<file path="config.mk">
export PLATFORM = sky130hd
export DESIGN_NAME = serial_rx_buffer
export DESIGN_NICKNAME = d
export VERILOG_FILES = /design/src/rtl/rxb_pkg.sv /design/src/rtl/rxb_mem.sv /design/src/rtl/rxb_ctrl.sv /design/src/rtl/rxb_timer.sv /design/src/rtl/serial_rx_buffer.sv
export SDC_FILE = /design/constraint.sdc
export NUM_CORES = 1
export LEC_CHECK = 0
export BUFFER_PORTS_ARGS = -buffer_cell sky130_fd_sc_hd__buf_2
export CAP_MARGIN = 20
export CORE_AREA = 2 2 102 104
export DETAILED_ROUTE_END_ITERATION = 7
export DIE_AREA = 0 0 104 106
export PLACE_DENSITY = 0.56
export SLEW_MARGIN = 10
export SYNTH_ARGS = -nofsm -noshare
export SYNTH_HDL_FRONTEND = slang
export SYNTH_SLANG_ARGS = --single-unit
</file>
<file path="constraint.sdc">
create_clock -name clk -period 2.98 [get_ports clk]
set_input_delay 0.298 -clock clk [delete_from_list [all_inputs] [get_ports clk]]
set_output_delay 0.298 -clock clk [all_outputs]
set_load 0.05 [all_outputs]
</file>
<file path="src/rtl/rxb_pkg.sv">
package rxb_pkg;
  // pointer operation selected in a cycle: {push, pop}
  typedef enum logic [1:0] {
    OP_IDLE = 2'b00,
    OP_POP  = 2'b01,
    OP_PUSH = 2'b10,
    OP_BOTH = 2'b11
  } rxb_op_e;
endpackage

</file>
<file path="src/rtl/rxb_mem.sv">
module rxb_mem #(
  parameter int DW    = 8,
  parameter int DEPTH = 8,
  parameter int AW    = 3
) (
  input  logic          clk,
  input  logic          rst,
  input  logic          we,
  input  logic [AW-1:0] waddr,
  input  logic [DW-1:0] wdata,
  input  logic          re,
  input  logic          rzero,
  input  logic [AW-1:0] raddr,
  output logic [DW-1:0] rdata
);
  logic [DW-1:0] mem [DEPTH];

  // storage array, no reset so it maps to block RAM
  always_ff @(posedge clk) begin
    if (we) mem[waddr] <= wdata;
  end

  // registered read port
  always_ff @(posedge clk) begin
    if (rst)        rdata <= '0;
    else if (re)    rdata <= mem[raddr];
    else if (rzero) rdata <= '0;
  end
endmodule

</file>
<file path="src/rtl/rxb_ctrl.sv">
module rxb_ctrl
  import rxb_pkg::*;
#(
  parameter int DEPTH = 8,
  parameter int AW    = 3,
  parameter int CW    = 4
) (
  input  logic          clk,
  input  logic          rst,
  input  logic          frame_valid,
  input  logic          rd_en,
  output logic          wr_go,
  output logic          rd_go,
  output logic          drop,
  output logic [AW-1:0] wr_ptr,
  output logic [AW-1:0] rd_ptr,
  output logic [CW-1:0] count,
  output logic          empty,
  output logic          full
);
  localparam logic [AW-1:0] LAST = AW'(DEPTH - 1);
  localparam logic [CW-1:0] CMAX = CW'(DEPTH);

  rxb_op_e       op;
  logic [CW-1:0] cnt_nxt;

  // full is judged at completion; a same-cycle read frees a slot first
  assign rd_go = rd_en & ~empty;
  assign wr_go = frame_valid & (~full | rd_go);
  assign drop  = frame_valid & ~wr_go;
  assign op    = rxb_op_e'({wr_go, rd_go});

  always_comb begin
    case (op)
      OP_PUSH: cnt_nxt = count + 1'b1;
      OP_POP:  cnt_nxt = count - 1'b1;
      default: cnt_nxt = count;
    endcase
  end

  always_ff @(posedge clk) begin
    if (rst) begin
      wr_ptr <= '0;
      rd_ptr <= '0;
      count  <= '0;
      empty  <= 1'b1;
      full   <= 1'b0;
    end else begin
      if (wr_go) wr_ptr <= (wr_ptr == LAST) ? '0 : wr_ptr + 1'b1;
      if (rd_go) rd_ptr <= (rd_ptr == LAST) ? '0 : rd_ptr + 1'b1;
      count <= cnt_nxt;
      empty <= (cnt_nxt == '0);
      full  <= (cnt_nxt == CMAX);
    end
  end
endmodule

</file>
<file path="src/rtl/rxb_timer.sv">
module rxb_timer #(
  parameter int LIMIT = 32,
  parameter int TW    = 5
) (
  input  logic clk,
  input  logic rst,
  input  logic tick,
  input  logic rd_en,
  input  logic wr_go,
  input  logic empty,
  output logic tmo
);
  localparam logic [TW-1:0] TOP = TW'(LIMIT - 1);

  logic [TW-1:0] cnt;
  logic          restart;

  assign restart = rd_en | wr_go | empty;

  always_ff @(posedge clk) begin
    if (rst || restart) cnt <= '0;
    else if (tick && cnt != TOP) cnt <= cnt + 1'b1;
  end

  always_ff @(posedge clk) begin
    if (rst || rd_en || empty)           tmo <= 1'b0;
    else if (!wr_go && tick && cnt == TOP) tmo <= 1'b1;
  end
endmodule

</file>
<file path="src/rtl/serial_rx_buffer.sv">
module serial_rx_buffer #(
  parameter int DW        = 8,
  parameter int DEPTH     = 8,
  parameter int TMO_TICKS = 32,
  parameter int CW        = $clog2(DEPTH + 1)
) (
  input  logic          clk,
  input  logic          rst,
  input  logic          frame_valid,
  input  logic [DW-1:0] frame_data,
  input  logic          bit_tick,
  input  logic          rd_en,
  output logic [DW-1:0] rd_data,
  input  logic          ovr_clr_wr,
  input  logic          ovr_clr_bit,
  output logic          ovr_irq,
  output logic          tmo_irq,
  output logic          empty,
  output logic          full,
  output logic [CW-1:0] count
);
  localparam int AW = (DEPTH > 1) ? $clog2(DEPTH) : 1;
  localparam int TW = (TMO_TICKS > 1) ? $clog2(TMO_TICKS) : 1;

  logic          wr_go, rd_go, drop;
  logic [AW-1:0] wr_ptr, rd_ptr;

  rxb_ctrl #(.DEPTH(DEPTH), .AW(AW), .CW(CW)) u_ctrl (
    .clk(clk), .rst(rst), .frame_valid(frame_valid), .rd_en(rd_en),
    .wr_go(wr_go), .rd_go(rd_go), .drop(drop),
    .wr_ptr(wr_ptr), .rd_ptr(rd_ptr), .count(count),
    .empty(empty), .full(full)
  );

  rxb_mem #(.DW(DW), .DEPTH(DEPTH), .AW(AW)) u_mem (
    .clk(clk), .rst(rst), .we(wr_go), .waddr(wr_ptr), .wdata(frame_data),
    .re(rd_go), .rzero(rd_en & empty), .raddr(rd_ptr), .rdata(rd_data)
  );

  rxb_timer #(.LIMIT(TMO_TICKS), .TW(TW)) u_timer (
    .clk(clk), .rst(rst), .tick(bit_tick), .rd_en(rd_en),
    .wr_go(wr_go), .empty(empty), .tmo(tmo_irq)
  );

  // sticky overrun flag: a new drop outranks a clear
  always_ff @(posedge clk) begin
    if (rst)                            ovr_irq <= 1'b0;
    else if (drop)                      ovr_irq <= 1'b1;
    else if (ovr_clr_wr && ovr_clr_bit) ovr_irq <= 1'b0;
  end
endmodule

</file>
==> results of run 1 <==
## registers in the layout (all words and copies together) (netlist names), named ones only
signal,count
u_timer.tmo,1
u_timer.cnt,5
u_ctrl.wr_ptr,3
u_mem.mem,64
u_mem.rdata,8
u_ctrl.full,1
ovr_irq,1
u_ctrl.count,4
u_ctrl.rd_ptr,3
u_ctrl.empty,1
## cell families (layout without fill, tap and decap cells)
group | Yosys count | count (layout)
flops | 94 | 94
simple gates | 60 | 60
mux | 29 | 29
compound gates | 21 | 21
buf+inv | 11 | 58
fa+ha+maj | 9 | 9
xor+xnor | 7 | 7
## cell type report
class                   instances  area (µm²)  area share, %
flip-flops and latches         94        2520           59.5
multi-input cells             126        1090           25.8
repair buffers                 40         225           5.31
well taps                     136         170           4.02
clock buffers                  10         128           3.01
clock inverters                 6        92.6           2.18
inverters                       2        7.51          0.177
## per-layer routing
metal,track usage [%],up-vias,part of all wire [%]
met5,0,-,0
met4,2.90,0,0.70
met3,4.29,5,4.4
met2,21.1,45,48
met1,16.7,951,47
li1,-,957,-
## how the worst min path moves through the flow
| stage | cells past startpoint | end | slack [ns] |
|---|---|---|---|
| 2_1_floorplan | 1 | u_ctrl.full | 0.37 |
| 3_3_place_gp | 2 | u_mem.rdata[1] | 0.43 |
| 3_5_place_dp | 2 | u_mem.rdata[1] | 0.44 |
| 4_1_cts | 3 | u_timer.tmo | 0.20 |
| 5_1_grt | 1 | u_mem.mem[2][4] | 0.21 |
| 6_report | 3 | u_timer.tmo | 0.22 |
## tightest hold or removal path, delay by kind of cell
family	cells	cell delay, ns
and+or+nand+nor	1	0.09
buffers and inverters	1	0.08
AOI/OAI and AO/OA	1	0.06
## power by group through the flow
| stage | sequential, mW | clock, mW | combinational [mW] |
|---|---|---|---|
| floorplan | 1.63 | 0 | 0.249 |
| global placement | 1.53 | 0 | 0.455 |
| detailed placement | 1.53 | 0 | 0.458 |
| CTS | 1.50 | 0.946 | 0.459 |
| global route | 1.51 | 1.00 | 0.493 |
| finish | 1.50 | 0.914 | 0.450 |
## cells in the mapped netlist, drive strengths merged
library cell / count / area, µm²
nand2: 16 / 62.6
and3: 1 / 6.26
inv: 2 / 7.51
clkbuf: 3 / 11.3
and2b: 1 / 7.51
a32oi: 1 / 8.76
o22ai: 1 / 6.26
nand2b: 5 / 31.3
nor2: 17 / 63.8
nand4: 1 / 6.26
nand3: 3 / 15.0
nor2b: 4 / 27.5
a31oi: 2 / 12.5
a21oi: 6 / 30.0
nor4: 1 / 6.26
mux4: 16 / 360
a31o: 1 / 8.76
xnor2: 3 / 26.3
dfxtp: 30 / 601
nor4bb: 1 / 10.0
xor2: 4 / 35.0
or2: 1 / 6.26
o32ai: 1 / 16.3
edfxtp: 64 / 1920
buf: 6 / 33.8
or3: 2 / 12.5
and3b: 1 / 8.76
ha: 9 / 113
o21ai: 9 / 45.0
mux2i: 13 / 130
nor3: 6 / 30.0
## metrics by stage
step | std cells | hold slack, ns | util [%]
3_3_place_gp | 398 | 0.432 | 40.2
2_1_floorplan | 231 | 0.374 | -
5_1_grt | 414 | 0.207 | 42.4
6_report | 414 | 0.215 | 42.4
4_1_cts | 414 | 0.199 | 42.4
3_5_place_dp | 398 | 0.439 | 40.2
==> metrics.md, run 1 <==
| Metric | Value |
|---|---|
| First-pass GRT wire length | `10600 µm` |
| Setup violations, final | `0` |
| Critical path launch point | `u_ctrl.empty` |
| CTS Sinks | `94` |
| Crit-path cells | `nand2b_1, nand2_1, nand2_2, ha_1, xor2_1, ha_1, a21oi_1, xor2_1, nor2_1, xnor2_1, nor4bb_1` |
| Reg2Reg Depth | `11` |
| CTS Root Cell | `clkbuf_8` |
| Placer Congestion | `roughly 0.70` |
| Setup TNS | `0 ns` |
| Post-synthesis compound-gate area fraction | `between 3 and 4%` |
| Worst setup margin | `0.564 ns` |
| Worst min path class | `in2reg` |
| IO Pins | `31` |
| Clock Latency Late Sink | `0.35 ns` |
| WP buf/inv | `0` |
| Routed WL | `6550 µm` |
| Syn nets | `about 260` |
| Worst Setup EP | `u_ctrl.full` |
| HPWL after DPL | `4250 µm` |
| Crit path max fanout | `11` |
| Layout cell share with drive strength beyond 1 | `between 20% and 30%` |
| Endpoints failing hold | `0` |
| Worst clock skew | `between 0.01 and 0.015 ns` |
| Seq/Total Area, Yosys | `68.9%` |
| Post-Synth Simple-Gate Area | `8.03%` |
| Pre-CTS setup slack | `around 0.56 ns` |
| Nets | `roughly 300` |
| Diodes inserted | `0` |
| Largest net degree at the start of global routing | `17` |
| Total gr overflow | `0` |
| Die width | `104 µm` |
| Commonest non-fill, non-tap cells in the layout | `64 x edfxtp_1, 30 x dfxtp_1, 30 x buf_2` |
| RSZ-0062 raised after global routing | `no` |
| Lkg Pwr | `~1.5 nW` |
| Post-CTS Resized | `0` |
| Max incr delay on CP | `0.32 ns` |
| Max-cap viol count | `0` |
| FMAX | `0.414 GHz` |
| Drt pass-1 iters | `4` |
| Final-layout fill cell count | `around 960` |
| Antenna violations before repair | `0` |
| Num CTS Buffers | `9` |
| Hold Buf Count CTS | `0` |
| CP top delay family | `simple AND/OR/NAND/NOR gates` |
| Post-place instance area | `between 0.004 and 0.005 mm²` |
| #FFs+latches synth | `94` |
| Commonest non-fill, non-tap cell in the layout | `edfxtp_1` |
| WL per Instance | `15.8 µm` |
| Rel. slew slack | `43.5%` |
| Final period util | `between 80% and 90%` |
| Post-route ant nets | `0` |
| Hold path start | `bit_tick` |
| CP Launch Type | `register` |
| P&R area growth vs syn | `15.8%` |
| Status | `completed` |
| Syn_area_per_cell | `roughly 16 µm²` |
| Syn Inst Count | `approximately 230` |
| Final instance area | `roughly 0.0042 mm²` |
| Port Buffers | `30` |
| Gate power share | `around 16%` |
| Switching Share | `between 20% and 30%` |
| RR Startpoint | `u_ctrl.empty` |
| Htree depth | `3` |
| # rows | `37` |
| Core Box Area | `0.0100 mm²` |
| Largest family of logic cells by synthesized area | `multiplexers` |
| Via count | `approximately 2000` |
| Synth Area in XOR/XNOR | `1.67%` |
| Sw power | `0.756 mW` |
| Pwr dens | `slightly below 700 mW/mm²` |
| Worst Max-Slew Pin Slew | `0.845 ns` |
| Final Slew Violations | `0` |
| Initial DRC count | `77` |
| Die Y | `106 µm` |
| Type of element capturing the critical path | `register` |
| WP depth | `11` |
| Internal power | `2.11 mW` |
| Data required time at the worst endpoint | `roughly 3.2 ns` |
| Die area | `between 0.01 and 0.015 mm²` |
| Synth Area in Adders | `around 3.1%` |
| Overall routing resource usage | `roughly 13%` |
| Reg clk slew, reported paths | `around 0.090 ns` |
| CTS tree | `done` |
| Yosys cell types | `36` |
| Residual DRC | `0` |
| Total power | `~2.9 mW` |
| Crit path kind | `reg2reg` |
| Initial Util | `36.6%` |
| Worst path slowest cell | `dfxtp_1` |
| Reg-to-reg critical path endpoint | `u_ctrl.full` |
| Synth warn | `0` |
| Cell area after synthesis | `0.00366 mm²` |
| VDD IR max | `0.000397 V` |
| Setup bufs post-CTS | `0` |
| Period minus WS final | `around 2.4 ns` |
| Clk buf depth | `2` |
| Vias in the first global route | `2000` |
| DR vias/cell | `around 4.7` |
| Setup slack, reg-to-reg | `around 0.56 ns` |
| Clk pwr share | `about a third` |
| CP Data Arrival Time | `~2.7 ns` |
| Post-synthesis mux area share | `a little over an eighth` |
| Reg power frac | `52.4%` |
Power figures use the tool's default switching activity.
==> inputs of run 2 (changes only) <==
Settings changed: ABC_AREA set to 1, CORE_AREA 2 2 102 104 to 2 2 103 105, DIE_AREA 0 0 104 106 to 0 0 105 107.
Clock period 2.98 ns to 2.3 ns, I/O delays scaled along.
==> run 2 against run 1 <==
Against the previous run:
- register-to-register slack lost 0.27 ns
- die area up 1.9%
- final area rose by 1.9%
- critical path type unchanged
- largest cell class unchanged
==> metrics.md, run 2 <==
| Metric | Value |
|---|---|
| Status | `completed` |
| Overall routing resource usage | `14.6% (+1.7 points)` |
| Layout cell share with drive strength beyond 1 | `16.8% (-11 points)` |
| Seq/Total Area, Yosys | `67.0% (-1.9 points)` |
| Antenna violations before repair | `0 (unchanged)` |
| Die area | `0.0112 mm² (+1.9%)` |
| Final-layout fill cell count | `984 (+3.0%)` |
| #FFs+latches synth | `94 (unchanged)` |
| Residual DRC | `0 (unchanged)` |
| # rows | `37 (unchanged)` |
| Reg power frac | `48.3% (-4.1 points)` |
| Setup violations, final | `0 (unchanged)` |
| Post-synth top area share | `51.1% (-1.4 points)` |
| Worst setup margin | `0.289 ns (-0.275 ns)` |
| Hold Crit Depth | `3 (unchanged)` |
| Total power | `4.38 mW (+53%)` |
| RR Startpoint | `u_ctrl.empty` |
| Placer Congestion | `0.729 (+3.8%)` |
| Hold path start | `bit_tick` |
| Pwr dens | `1010 mW/mm² (+50%)` |
| CP Data Arrival Time | `2.27 ns (-0.41 ns)` |
| Cell Count, Final, Fillers Out | `535 (+29%)` |
| Crit-path cells | `inv_1, nand2_2, nand2_1, nand2_2, ha_1, nand2_1, inv_2, nor2_2, ha_1, a21oi_1, inv_1, nand2_1, nand3_1, nand3_1, nand2_1, nand2_1, inv_1` |
| Via count | `2532 (+29%)` |
| DR vias/cell | `4.73 (about the same)` |
| Most common cell in the netlist | `nor2_1` |
| Nets | `418 (+41%)` |
| Util after Layout | `42.8% (+0.43 points)` |
| RSZ-0062 raised after global routing | `no` |
| Period minus WS final | `2.01 ns (-0.405 ns)` |
| Final period util | `87.4% (+6.4 points)` |
| Number of flip-flops in the largest register | `64 (unchanged)` |
| Num CTS Buffers | `9 (unchanged)` |
| Reg clk slew, reported paths | `0.08 ns (about the same)` |
| Initial DRC count | `90 (+17%)` |
| Core Box Area | `0.0101 mm² (+0.93%)` |
| Htree depth | `3 (unchanged)` |
| Crit path max fanout | `9 (-2)` |
| P&R area growth vs syn | `14.8%` |
| Top_reg_cell synth | `edfxtp_1` |
| Endpoints failing hold | `0 (unchanged)` |
| Met2 Use GR | `24.9% (+3.8 points)` |
| Final Slew Violations | `0 (unchanged)` |
| Syn_area_per_cell | `10.8 µm² (-32%)` |
| Placed insts | `519 (+30%)` |
| Crit path kind | `reg2reg` |
| Lkg Pwr | `1.68 nW (+12%)` |
| Worst Max-Slew Pin Slew | `0.802 ns (-0.0432 ns)` |
| Initial Util | `37.3% (+0.68 points)` |
| CP dominant cell by count | `nand2_1` |
| Post-route ant nets | `0 (unchanged)` |
| Syn Inst Count | `350 (+52%)` |
| Commonest non-fill, non-tap cells in the layout | `72 x nor2_1, 64 x edfxtp_1, 47 x nand2_1` |
| Max-cap viol count | `0 (unchanged)` |
| Sw power | `1.52 mW (+100%)` |
| Diodes inserted | `0 (unchanged)` |
| Die width | `105 µm (+0.96%)` |
| CTS Root Cell | `clkbuf_8` |
| Worst clock skew | `0.00945 ns (-0.00312 ns)` |
| Syn nets | `374 (+47%)` |
| IO Pins | `31 (unchanged)` |
| Internal power | `2.87 mW (+36%)` |
| Post-CTS Resized | `0 (unchanged)` |
| HPWL after DPL | `4890 µm (+15%)` |
| Max incr delay on CP | `0.35 ns (+0.03 ns)` |
| Type of element capturing the critical path | `register` |
| Drt pass-1 iters | `4 (unchanged)` |
| Largest net degree at the start of global routing | `24 (+7)` |
| VDD IR max | `0.000639 V (+61%)` |
| CTS Sinks | `94 (unchanged)` |
| Port Buffers | `30 (unchanged)` |
| Largest Register | `u_mem.mem` |
| Clock Latency Late Sink | `0.35 ns (about the same)` |
| Number of synthesized flops with an enable pin | `64 (unchanged)` |
| Routed WL | `7500 µm (+14%)` |
| Synth warn | `0 (unchanged)` |
| Total gr overflow | `0 (unchanged)` |
| Die Y | `107 µm (+0.94%)` |
| Rel. slew slack | `46.4% (+2.9 points)` |
| FMAX | `0.497 GHz (+20%)` |
| Pre-CTS setup slack | `0.299 ns (-0.260 ns)` |
| Top post-synthesis cells by count | `72 x nor2_1, 64 x edfxtp_1, 47 x nand2_1` |
| Largest regs | `u_mem.mem (64), u_mem.rdata (8), u_timer.cnt (5)` |
| Synth area leader | `edfxtp_1` |
| Worst min path class | `in2reg` |
| Clk pwr share | `23.8% (-8.1 points)` |
| Reg2Reg Depth | `17 (+6)` |
| GRT busiest layer | `met2` |
| Met1 Use GR | `17.7% (+1.0 points)` |
| Yosys cell types | `22 (-39%)` |
| Data required time at the worst endpoint | `2.56 ns (-0.68 ns)` |
| CTS tree | `done` |
| Clk buf depth | `2 (unchanged)` |
| WL per Instance | `14.0 µm (-11%)` |
| Setup TNS | `0 ns (unchanged)` |
| Top post-synthesis cells by area | `edfxtp_1 51%, dfxtp_1 16%, nor2_1 7.2%` |
| Vias in the first global route | `2514 (+26%)` |
| First-pass GRT wire length | `12500 µm (+18%)` |
| CP Launch Type | `register` |
| Hold endpoint | `u_timer.tmo` |
| Cell area after synthesis | `0.00376 mm² (+2.8%)` |
| Gate power share | `27.9% (+12 points)` |
| GR met3 Demand/Resource | `4.26% (-0.037 points)` |
| Async S/R FF share, synth | `0% (unchanged)` |
| Setup slack, reg-to-reg | `0.29 ns (-0.27 ns)` |
| Reg-to-reg critical path endpoint | `u_ctrl.empty` |
| Hold Buf Count CTS | `0 (unchanged)` |
| Switching Share | `34.6% (+8.2 points)` |
| Setup bufs post-CTS | `0 (unchanged)` |
| Worst path slowest cell | `dfxtp_1` |
| Commonest non-fill, non-tap cell in the layout | `nor2_1` |
[run 2: changes by cell type after synthesis, sizes merged, moves of 13 or more]
cell,change
o21ai,+32
nand2,+33
inv,+21
mux2i,-13
nor2,+57
mux4,-16
o211ai,+16
nand3,+13
[run 2: worst max-delay path by stage]
stage | start | endpoint | slack (ns)
3_5_place_dp | u_ctrl.empty | u_ctrl.empty | 0.30
5_1_grt | u_ctrl.empty | u_ctrl.empty | 0.07
3_3_place_gp | u_ctrl.empty | u_ctrl.empty | 0.35
2_1_floorplan | u_ctrl.empty | u_ctrl.empty | 0.05
4_1_cts | u_ctrl.empty | u_ctrl.empty | 0.28
6_report | u_ctrl.empty | u_ctrl.empty | 0.29
[run 2: kinds of logic after synthesis]
group | synth area share (%)
AOI/OAI and AO/OA | 9.97
xor gates and xnor gates | 0.931
adders and majority gates | 2.99
buffers and inverters | 3.86
DFF | 67.0
and+or+nand+nor | 15.2
[run 2: critical path: cells and delay by family (launching register included)]
kind                       cells  cell delay, ns
buffers and inverters          4            0.19
and+or+nand+nor               10            0.80
DFF                            1            0.35
AOI/OAI and AO/OA              1            0.15
adders and majority gates      2            0.40
[run 2: per-stage QoR]
stage | area, µm² | hold WS [ns]
detailed placement | 4130 | 0.440
finish | 4320 | 0.135
floorplan | 3760 | 0.329
global placement | 4130 | 0.435
global route | 4320 | 0.128
CTS | 4320 | 0.116
[run 2: power groups by stage]
stage | Combinational [mW] | Sequential, mW | Clock, mW
finish | 1.22 | 2.12 | 1.04
global route | 1.37 | 2.15 | 1.15
CTS | 1.24 | 2.12 | 1.08
detailed placement | 1.23 | 2.16 | 0
global placement | 1.23 | 2.15 | 0
floorplan | 0.672 | 2.39 | 0
[run 2: routing by layer]
| metal | up-vias | wire length (µm) |
|---|---|---|
| met5 | - | 0 |
| met4 | 0 | 102 |
| met3 | 8 | 324 |
| met2 | 47 | 3650 |
| met1 | 1185 | 3420 |
| li1 | 1292 | - |
[run 2: layout make-up]
| class | instances | area [µm²] | share of cell area, % |
|---|---|---|---|
| multi-input cells | 222 | 1100 | 25.4 |
| clock buffers | 10 | 128 | 2.95 |
| flip-flops and latches | 94 | 2520 | 58.4 |
| well taps | 136 | 170 | 3.94 |
| clock inverters | 6 | 62.6 | 1.45 |
| inverters | 23 | 86.3 | 2.00 |
| repair buffers | 44 | 255 | 5.91 |
==> inputs of run 3 (changes only) <==
Settings changed: CELL_PAD_IN_SITES_DETAIL_PLACEMENT set to 1, CELL_PAD_IN_SITES_GLOBAL_PLACEMENT set to 1, PLACE_DENSITY 0.56 to 0.67.
==> run 3 against run 2 <==
Against the previous run:
- register-to-register slack hardly changed
- non-clock buffer count is 1 higher
- critical path depth stayed put
- global-route usage is 1.9 points higher
- critical path type unchanged
- critical endpoint unchanged
- largest power group unchanged
==> metrics.md, run 3 (same netlist as run 2, synthesis figures left out) <==
| Metric | Value |
|---|---|
| DR vias/cell | `4.86 (+2.7%)` |
| Endpoints failing hold | `0 (unchanged)` |
| Pre-CTS setup slack | `0.204 ns (-0.0944 ns)` |
| Type of element capturing the critical path | `register` |
| Largest Register | `u_mem.mem` |
| CTS Root Cell | `clkbuf_8` |
| Commonest non-fill, non-tap cell in the layout | `nor2_1` |
| Data required time at the worst endpoint | `2.56 ns (about the same)` |
| Overall routing resource usage | `16.4% (+1.9 points)` |
| Hold Buf Count CTS | `0 (unchanged)` |
| HPWL after DPL | `5620 µm (+15%)` |
| CP Launch Type | `register` |
| WL per Instance | `15.8 µm (+13%)` |
| Post-route ant nets | `0 (unchanged)` |
| Htree depth | `3 (unchanged)` |
| Initial DRC count | `83 (-7.8%)` |
| CP dominant cell by count | `nand2_1` |
| FMAX | `0.497 GHz (-0.14%)` |
| Lkg Pwr | `1.68 nW (-0.27%)` |
| Diodes inserted | `0 (unchanged)` |
| Nets | `419 (+0.24%)` |
| Crit path max fanout | `9 (unchanged)` |
| Die area | `0.0112 mm² (unchanged)` |
| # rows | `37 (unchanged)` |
| Num CTS Buffers | `9 (unchanged)` |
| Total gr overflow | `0 (unchanged)` |
| Clk buf depth | `2 (unchanged)` |
| Max incr delay on CP | `0.35 ns (about the same)` |
| Antenna violations before repair | `0 (unchanged)` |
| Max-cap viol count | `0 (unchanged)` |
| Crit path kind | `reg2reg` |
| Residual DRC | `0 (unchanged)` |
| Worst min path class | `in2reg` |
| Worst Max-Slew Pin Slew | `0.355 ns (-0.447 ns)` |
| Period minus WS final | `2.01 ns (+0.00278 ns)` |
| Setup TNS | `0 ns (unchanged)` |
| Routed WL | `8460 µm (+13%)` |
| Commonest non-fill, non-tap cells in the layout | `72 x nor2_1, 64 x edfxtp_1, 47 x nand2_1` |
| Worst clock skew | `0.0146 ns (+0.00515 ns)` |
| Layout cell share with drive strength beyond 1 | `17.8% (+0.96 points)` |
| Final-layout fill cell count | `1161 (+18%)` |
| VDD IR max | `0.000584 V (-8.7%)` |
| Final Slew Violations | `0 (unchanged)` |
| Clock Latency Late Sink | `0.36 ns (about the same)` |
| Worst setup margin | `0.286 ns (-0.00278 ns)` |
| First-pass GRT wire length | `14100 µm (+13%)` |
| Final period util | `87.6% (+0.12 points)` |
| CTS tree | `done` |
| Rel. slew slack | `76.3% (+30 points)` |
| Die width | `105 µm (unchanged)` |
| RSZ-0062 raised after global routing | `no` |
| Largest net degree at the start of global routing | `33 (+38%)` |
| Status | `completed` |
| CTS Sinks | `94 (unchanged)` |
| Via count | `2606 (+2.9%)` |
| P&R area growth vs syn | `14.8% (about the same)` |
| Vias in the first global route | `2830 (+13%)` |
| Die Y | `107 µm (unchanged)` |
| Crit-path cells | `inv_1, nand2_2, nand2_1, nand2_4, ha_2, nand2_1, inv_2, nor2_2, ha_1, a21oi_2, inv_1, nand2_1, nand3_1, nand3_1, nand2_1, nand2_1, inv_1` |
| CP Data Arrival Time | `2.27 ns (about the same)` |
| Placer Congestion | `0.749 (+2.8%)` |
| IO Pins | `31 (unchanged)` |
| Port Buffers | `30 (unchanged)` |
| Pwr dens | `1010 mW/mm² (-0.55%)` |
| Core Box Area | `0.0101 mm² (unchanged)` |
| Reg clk slew, reported paths | `0.08 ns (about the same)` |
| Number of flip-flops in the largest register | `64 (unchanged)` |
| Setup violations, final | `0 (unchanged)` |
| Largest regs | `u_mem.mem (64), u_mem.rdata (8), u_timer.cnt (5)` |
| Drt pass-1 iters | `6 (+2)` |
| Initial Util | `37.3% (unchanged)` |
| Worst path slowest cell | `dfxtp_1` |
run 3: cell types whose count changed in the layout (fill, tap and decap cells not counted), sizes merged:
cell,before,now
buf,44,45
clkinvlp,2,3
bufinv,1,0
inv,23,24
clkbuf,10,9
run 3: worst max-delay path: cells and delay by family (launching register included):
| kind | cells | cell delay, ns |
|---|---|---|
| and+or+nand+nor | 10 | 0.84 |
| adders and majority gates | 2 | 0.41 |
| DFF | 1 | 0.35 |
| buffers and inverters | 4 | 0.22 |
| AOI/OAI and AO/OA | 1 | 0.12 |
run 3: worst paths after layout:
check	startpoint	end	slack (ns)	cells past startpoint
worst max-delay path	u_ctrl.empty	u_ctrl.empty	0.29	17
worst min register to register	u_mem.rdata[6]	u_mem.rdata[6]	0.45	2
worst min-delay path	bit_tick	u_timer.tmo	0.13	3
worst max register to register	u_ctrl.empty	u_ctrl.empty	0.29	17
run 3: report_power, final:
part	internal, mW	leakage [nW]	total (mW)	switching (mW)
Sequential	2.00	0.827	2.11	0.109
Combinational	0.380	0.770	1.28	0.896
Clock	0.393	0.0793	0.979	0.587
run 3: what timing repair did:
action / CTS / global route
gates resized for setup: 0 / 3
endpoints found under the setup margin: 0 / 1
setup buffers: 0 / 0
run 3: final cells by class:
cell class	count	area, µm²	area share [%]
inverters	23	86.3	2.00
clock buffers	9	124	2.87
flip-flops and latches	94	2520	58.4
clock inverters	7	48.8	1.13
multi-input cells	222	1110	25.6
repair buffers	45	263	6.08
well taps	136	170	3.94
run 3: layer usage:
layer  wire (µm)  part of all wire [%]  GRT usage (%)
met4         102                   1.2           6.86
met5           0                     0              0
met3         235                   2.8           2.86
met2        4270                    50           29.4
met1        3860                    46           19.5
run 3: per-stage QoR:
| step | power, mW | std cells | cell area [µm²] | utilization (%) | hold WS, ns |
|---|---|---|---|---|---|
| after CTS | 4.41 | 536 | 4310 | 42.7 | 0.118 |
| after floorplan | 3.06 | 350 | 3760 | - | 0.329 |
| after global routing | 4.63 | 536 | 4320 | 42.8 | 0.129 |
| final | 4.36 | 536 | 4320 | 42.8 | 0.131 |
| after global placement | 3.39 | 520 | 4140 | 41.0 | 0.432 |
| after detailed placement | 3.43 | 520 | 4140 | 41.0 | 0.438 |
